<file path="config.mk">
export PLATFORM = sky130hd
export DESIGN_NAME = panel_powerup_seq
export DESIGN_NICKNAME = d
export VERILOG_FILES = /design/src/rtl/panel_powerup_pkg.sv /design/src/rtl/panel_powerup_steps.sv /design/src/rtl/panel_powerup_timer.sv /design/src/rtl/panel_powerup_seq.sv
export SDC_FILE = /design/constraint.sdc
export NUM_CORES = 1
export LEC_CHECK = 0
export BUFFER_PORTS_ARGS = -buffer_cell sky130_fd_sc_hd__clkbuf_2
export CAP_MARGIN = 25
export CORE_MARGIN = 2
export CORE_UTILIZATION = 51
export CTS_CLUSTER_SIZE = 16
export DETAILED_ROUTE_END_ITERATION = 16
export GPL_ROUTABILITY_DRIVEN = 0
export HOLD_SLACK_MARGIN = 0.08
export PLACE_DENSITY = 0.81
export SYNTH_ARGS = -nofsm -noshare
export SYNTH_HDL_FRONTEND = slang
export SYNTH_SLANG_ARGS = --single-unit
</file>
<file path="constraint.sdc">
create_clock -name clk -period 2.4 [get_ports clk]
set_clock_uncertainty 0.1 [all_clocks]
set_input_delay 0.24 -clock clk [delete_from_list [all_inputs] [get_ports clk]]
set_output_delay 0.24 -clock clk [all_outputs]
set_load 0.03 [all_outputs]
</file>
<file path="src/rtl/panel_powerup_pkg.sv">
package panel_powerup_pkg;

    localparam int unsigned STEP_COUNT = 6;
    localparam int unsigned STEP_IDX_W = $clog2(STEP_COUNT);

    localparam logic [7:0] CODE_SOFT_RESET  = 8'h01;
    localparam logic [7:0] CODE_DISP_OFF    = 8'h28;
    localparam logic [7:0] CODE_PIX_FORMAT  = 8'h3A;
    localparam logic [7:0] ARG_PIX_16BIT    = 8'h55;
    localparam logic [7:0] CODE_SLEEP_OUT   = 8'h11;
    localparam logic [7:0] CODE_DISP_ON     = 8'h29;

    typedef enum logic [2:0] {
        ST_IDLE,
        ST_HOLD,
        ST_SEND,
        ST_PAUSE,
        ST_DONE
    } seq_state_e;

    typedef enum logic [1:0] {
        PAUSE_NONE,
        PAUSE_AFTER_SWRST,
        PAUSE_AFTER_WAKE
    } pause_e;

    typedef struct packed {
        logic       is_data;
        logic [7:0] code;
        pause_e     pause;
        logic       last;
    } seq_step_t;

    typedef struct packed {
        seq_state_e            state;
        logic [STEP_IDX_W-1:0] idx;
    } seq_ctl_t;

endpackage

</file>
<file path="src/rtl/panel_powerup_steps.sv">
module panel_powerup_steps
    import panel_powerup_pkg::*;
(
    input  logic [STEP_IDX_W-1:0] idx_i,
    output seq_step_t             step_o
);

    always_comb begin
        step_o = '{is_data: 1'b0, code: CODE_DISP_ON, pause: PAUSE_NONE, last: 1'b1};
        case (idx_i)
            STEP_IDX_W'(0): step_o = '{is_data: 1'b0, code: CODE_SOFT_RESET, pause: PAUSE_AFTER_SWRST, last: 1'b0};
            STEP_IDX_W'(1): step_o = '{is_data: 1'b0, code: CODE_DISP_OFF,   pause: PAUSE_NONE,        last: 1'b0};
            STEP_IDX_W'(2): step_o = '{is_data: 1'b0, code: CODE_PIX_FORMAT, pause: PAUSE_NONE,        last: 1'b0};
            STEP_IDX_W'(3): step_o = '{is_data: 1'b1, code: ARG_PIX_16BIT,   pause: PAUSE_NONE,        last: 1'b0};
            STEP_IDX_W'(4): step_o = '{is_data: 1'b0, code: CODE_SLEEP_OUT,  pause: PAUSE_AFTER_WAKE,  last: 1'b0};
            default:        step_o = '{is_data: 1'b0, code: CODE_DISP_ON,    pause: PAUSE_NONE,        last: 1'b1};
        endcase
    end

endmodule

</file>
<file path="src/rtl/panel_powerup_timer.sv">
module panel_powerup_timer #(
    parameter int unsigned CNT_W = 8
) (
    input  logic             clk,
    input  logic             rst_n,
    input  logic             load_i,
    input  logic [CNT_W-1:0] load_val_i,
    output logic             expired_o
);

    logic [CNT_W-1:0] cnt_d, cnt_q;

    always_comb begin
        cnt_d = cnt_q;
        if (load_i) begin
            cnt_d = load_val_i;
        end else if (cnt_q != '0) begin
            cnt_d = cnt_q - CNT_W'(1);
        end
    end

    always_ff @(posedge clk or negedge rst_n) begin
        if (!rst_n) begin
            cnt_q <= '0;
        end else begin
            cnt_q <= cnt_d;
        end
    end

    assign expired_o = (cnt_q == '0);

endmodule

</file>
<file path="src/rtl/panel_powerup_seq.sv">
module panel_powerup_seq
    import panel_powerup_pkg::*;
#(
    parameter int unsigned HOLD_CYC       = 1000,
    parameter int unsigned SWRST_WAIT_CYC = 5000,
    parameter int unsigned WAKE_WAIT_CYC  = 12000
) (
    input  logic       clk,
    input  logic       rst_n,
    input  logic       start_i,
    input  logic       wr_ready_i,
    output logic       panel_rst_n_o,
    output logic       wr_valid_o,
    output logic       wr_is_data_o,
    output logic [7:0] wr_byte_o,
    output logic       done_o
);

    localparam int unsigned MAX_A   = (HOLD_CYC > SWRST_WAIT_CYC) ? HOLD_CYC : SWRST_WAIT_CYC;
    localparam int unsigned MAX_DLY = (MAX_A > WAKE_WAIT_CYC) ? MAX_A : WAKE_WAIT_CYC;
    localparam int unsigned CNT_W   = $clog2(MAX_DLY + 1);

    localparam logic [CNT_W-1:0] HOLD_LOAD  = CNT_W'(HOLD_CYC - 1);
    localparam logic [CNT_W-1:0] SWRST_LOAD = CNT_W'(SWRST_WAIT_CYC - 1);
    localparam logic [CNT_W-1:0] WAKE_LOAD  = CNT_W'(WAKE_WAIT_CYC - 1);

    seq_ctl_t         ctl_d, ctl_q;
    seq_step_t        step;
    logic             tmr_load;
    logic [CNT_W-1:0] tmr_val;
    logic             tmr_expired;

    panel_powerup_steps u_steps (
        .idx_i  (ctl_q.idx),
        .step_o (step)
    );

    panel_powerup_timer #(
        .CNT_W (CNT_W)
    ) u_timer (
        .clk        (clk),
        .rst_n      (rst_n),
        .load_i     (tmr_load),
        .load_val_i (tmr_val),
        .expired_o  (tmr_expired)
    );

    always_comb begin
        ctl_d    = ctl_q;
        tmr_load = 1'b0;
        tmr_val  = '0;
        case (ctl_q.state)
            ST_IDLE, ST_DONE: begin
                if (start_i) begin
                    ctl_d.state = ST_HOLD;
                    ctl_d.idx   = '0;
                    tmr_load    = 1'b1;
                    tmr_val     = HOLD_LOAD;
                end
            end
            ST_HOLD: begin
                if (tmr_expired) begin
                    ctl_d.state = ST_SEND;
                end
            end
            ST_SEND: begin
                if (wr_ready_i) begin
                    if (step.pause == PAUSE_AFTER_SWRST) begin
                        ctl_d.state = ST_PAUSE;
                        tmr_load    = 1'b1;
                        tmr_val     = SWRST_LOAD;
                    end else if (step.pause == PAUSE_AFTER_WAKE) begin
                        ctl_d.state = ST_PAUSE;
                        tmr_load    = 1'b1;
                        tmr_val     = WAKE_LOAD;
                    end else if (step.last) begin
                        ctl_d.state = ST_DONE;
                    end else begin
                        ctl_d.idx = ctl_q.idx + STEP_IDX_W'(1);
                    end
                end
            end
            ST_PAUSE: begin
                if (tmr_expired) begin
                    ctl_d.state = ST_SEND;
                    ctl_d.idx   = ctl_q.idx + STEP_IDX_W'(1);
                end
            end
            default: begin
                ctl_d.state = ST_IDLE;
                ctl_d.idx   = '0;
            end
        endcase
    end

    always_ff @(posedge clk or negedge rst_n) begin
        if (!rst_n) begin
            ctl_q <= '{state: ST_IDLE, idx: '0};
        end else begin
            ctl_q <= ctl_d;
        end
    end

    assign panel_rst_n_o = (ctl_q.state != ST_HOLD);
    assign wr_valid_o    = (ctl_q.state == ST_SEND);
    assign wr_is_data_o  = step.is_data;
    assign wr_byte_o     = step.code;
    assign done_o        = (ctl_q.state == ST_DONE);

endmodule

</file>
==> run summary <==
The detailed placement HPWL came out at 2170 um. The run gives 18 as the row count. In the routed layout, each cell is associated on average with a via count of 5.80. The starting utilization of the core area was 53.7%.

Hold is met by 177 ps. The area share of the largest cell type after synthesis is 37.6%, and the count of max-cap constraint violations is 0. The kind of start point of the critical path is a flop. The die width was 55.1 um; the area of the multi-input gates was 768 um2.

For the number of global-route vias before repair, the log shows 1,051. The flow ran to the end, and the final reports show no timing, DRC or antenna violations. The worst hold path cell count is 4. STA classifies the critical path endpoint as a flop. Yosys mapped a number of flops with a built-in enable equal to 0.

Clock-pin slew was measured on the worst setup and hold paths at 120 ps. The slowest library cell on the worst path is sky130_fd_sc_hd__or4_1. VDD sags by at most 0.000839 V. The overflow left after global routing is 0, and the number of hold-slack violations in the final timing report is 0.

STA puts the critical path data arrival time at 2390 ps. The proportion of layout cells with a drive suffix above 1 came out at 17.6%. For the worst flop-to-flop path, the logic depth is 5. TritonCTS built the clock tree. The core footprint was 2480 um2.

The worst register-to-register path has a setup slack of 110 ps. End point of the most critical hold path: ctl_q[5]. The total clock sinks is 20. Final-layout fill cell count: 235. The startpoint identified for the worst register-to-register timing path is u_timer.cnt_q[4]. In the synthesized netlist, the cells that appear most often are sky130_fd_sc_hd__dfrtp_1 (20), sky130_fd_sc_hd__nand2_1 (13), sky130_fd_sc_hd__nor2_1 (11). Setup repair after global routing left no endpoint under its margin.

The source-to-sink clock delay at the later pin of the worst-skew pair was 310 ps. The startpoint identified for the worst hold timing path is start_i. For this run, the number of Yosys warnings is 0.

16 I/O pins were placed. The run gives 0 as the count of final setup violators. The area of the die was 3030 um2.

The number of max-slew violations in the final report is 0. The logs give 1 for the number of levels in the clock H-tree and 0 for the remaining antenna violation count. The maximum fanout along the worst path was 7. The count of cell types in the netlist came out at 37. The tools report the cell count after synthesis as 150. Data on the critical path is required at its endpoint by 2500 ps.

The run gives 178 as the number of nets in the layout. After the first detailed-routing iteration, the DRC count stood at 15. The commonest register cell after synthesis was sky130_fd_sc_hd__dfrtp_1.

Derived from the worst setup path, the maximum achievable clock frequency is 437 MHz. The run gives 2750 um as the wire length after detailed routing. Async set-or-reset flop fraction in the synthesized netlist: 100%. The mean cell area of the mapped netlist was 8.88 um2; the initial antenna violation count was 0.

For the first-pass GRT wire length, the log shows 4560 um. Across all setup checks in the final design, the least slack found is 109 ps. Clock tree root driver cell: sky130_fd_sc_hd__clkbuf_4. After detailed routing, the average wire length per cell comes to 14.1 um. Synthesis inferred 20 register bits. For the post-synthesis sequential area ratio, the log shows 37.6%. The area growth from synthesis to layout was 11.1%. For this design the ratio of total power to cell area is 1140 nW/um2. Antenna diode count: 0.

The largest stage delay on the critical path was 620 ps; the worst setup slack before clock tree synthesis was 94.9 ps. sky130_fd_sc_hd__dfrtp_1 is the most common cell in the netlist. The clock passes through at most 2 buffers.

The worst register-to-register path ends at ctl_q[2]. The synthesized net count came out at 162. The number of buffers inserted by port buffering is 14. The worst hold path class was in2reg. Entering global routing, the biggest net connects 21 pins. The first TritonRoute pass finished after 4 iterations. Clock tree synthesis inserted a total of 3 buffers. The critical path is of the reg2reg type. For the area used by sequential logic in the layout, the log shows 500 um2. Largest area contributor in the netlist: sky130_fd_sc_hd__dfrtp_1. The die extent in y works out to 55.1 um. After layout, the worst path uses 95.5% of the clock period.

In this run the static leakage power is 0.638 nW. After routing, the total negative slack on setup checks comes to 0 ps. The tools report the total via count after detailed routing as 1,131. After synthesis the cells add up to 1330 um2.

Walking the worst path, the cells encountered are or4_1 -> nor4_4 -> nor2_2 -> a221oi_4 -> mux2_1. The detailed-route DRC error count came out at 0. The combined global-route utilization of all metal layers is 21.7%, and the power consumption is 1.68 mW. Sorting the synthesized cells by area gives the leading types as sky130_fd_sc_hd__dfrtp_1 (38%), sky130_fd_sc_hd__ha_1 (7.5%), sky130_fd_sc_hd__xnor2_1 (4.6%), sky130_fd_sc_hd__o21ai_0 (3.8%), sky130_fd_sc_hd__nand2_1 (3.7%). Counting I/O delays and the setup requirement, the final critical path takes 2290 ps.
worst max-delay path, delay by kind of cell (launching register included):
| family | cells | cell delay (ps) |
|---|---|---|
| muxes | 1 | 360 |
| AOI/OAI and AO/OA | 1 | 240 |
| and+or+nand+nor | 3 | 1010 |
| DFF | 1 | 470 |
what timing repair did:
item,in CTS,in global routing
gates resized for setup,0,2
hold endpoints to repair,20,0
hold buffers,1,0
buffers inserted,0,0
endpoints found under the setup margin,0,2
per-layer routing:
metal,wire [um],GRT usage (%),vias up
li1,-,-,558
met1,1210,26.1,541
met2,1400,38.5,25
met3,81,3.49,7
met4,55,8.54,0
met5,0,0,-
flip-flops by register name, summed over array words and instances, names as in the netlist:
signal	count
ctl_q	6
u_timer.cnt_q	14
worst max path at each step:
| stage | startpoint | to | slack (ps) |
|---|---|---|---|
| floorplan | u_timer.cnt_q[4] | ctl_q[0] | 20 |
| global placement | u_timer.cnt_q[0] | u_timer.cnt_q[12] | 160 |
| detailed placement | u_timer.cnt_q[4] | ctl_q[2] | 90 |
| CTS | u_timer.cnt_q[4] | ctl_q[2] | 80 |
| global route | u_timer.cnt_q[4] | ctl_q[2] | 6 |
| finish | u_timer.cnt_q[4] | ctl_q[2] | 110 |
final cells by class:
type	instances	share of cell area, %
multi-input combinational	115	51.9
inverter	7	1.78
sequential	20	33.8
tap	30	2.54
timing repair buffer	19	7.45
clock buffer	4	2.45
stage by stage:
step,std cells,area (um2),util [%]
after floorplan,150,1330,-
after global placement,190,1420,57.2
after detailed placement,190,1420,57.2
after CTS,195,1460,59.0
after global routing,195,1480,59.7
final,195,1480,59.7
power breakdown:
part | switching, mW | internal, mW | leakage [nW] | total (mW)
registers | 0.147 | 0.449 | 0.245 | 0.596
logic | 0.570 | 0.314 | 0.373 | 0.884
clock network | 0.108 | 0.0928 | 0.0210 | 0.201
total | 0.826 | 0.855 | 0.638 | 1.68
cells in the final DEF (no fill, tap or decap), types with 2 or more instances in the layout:
| master | n |
|---|---|
| sky130_fd_sc_hd__xnor2_1 | 7 |
| sky130_fd_sc_hd__o21ai_0 | 10 |
| sky130_fd_sc_hd__inv_1 | 7 |
| sky130_fd_sc_hd__nand3_1 | 7 |
| sky130_fd_sc_hd__clkbuf_4 | 3 |
| sky130_fd_sc_hd__nor3_1 | 8 |
| sky130_fd_sc_hd__xor2_1 | 2 |
| sky130_fd_sc_hd__ha_1 | 8 |
| sky130_fd_sc_hd__a21o_1 | 2 |
| sky130_fd_sc_hd__nand2b_1 | 5 |
| sky130_fd_sc_hd__buf_4 | 4 |
| sky130_fd_sc_hd__mux2_1 | 2 |
| sky130_fd_sc_hd__or3_1 | 3 |
| sky130_fd_sc_hd__a21oi_1 | 8 |
| sky130_fd_sc_hd__nor4_1 | 5 |
| sky130_fd_sc_hd__or4_1 | 3 |
| sky130_fd_sc_hd__nand2_1 | 13 |
| sky130_fd_sc_hd__nor3b_1 | 2 |
| sky130_fd_sc_hd__nor2_1 | 11 |
| sky130_fd_sc_hd__clkbuf_2 | 14 |
| sky130_fd_sc_hd__dfrtp_1 | 20 |
| sky130_fd_sc_hd__a211oi_1 | 2 |
| sky130_fd_sc_hd__nor2b_1 | 2 |
cells by family after synthesis:
kind of cell               after synthesis  synth area share, %
and+or+nand+nor                         66                 27.5
AOI/OAI and AO/OA                       28                 12.8
DFF                                     20                 37.6
buffers and inverters                   15                 5.92
xor gates and xnor gates                 9                 5.92
adders and majority gates                8                 7.52
muxes                                    3                 2.44
other                                    1                0.282
Note: power is estimated with default switching activity, not from simulation.
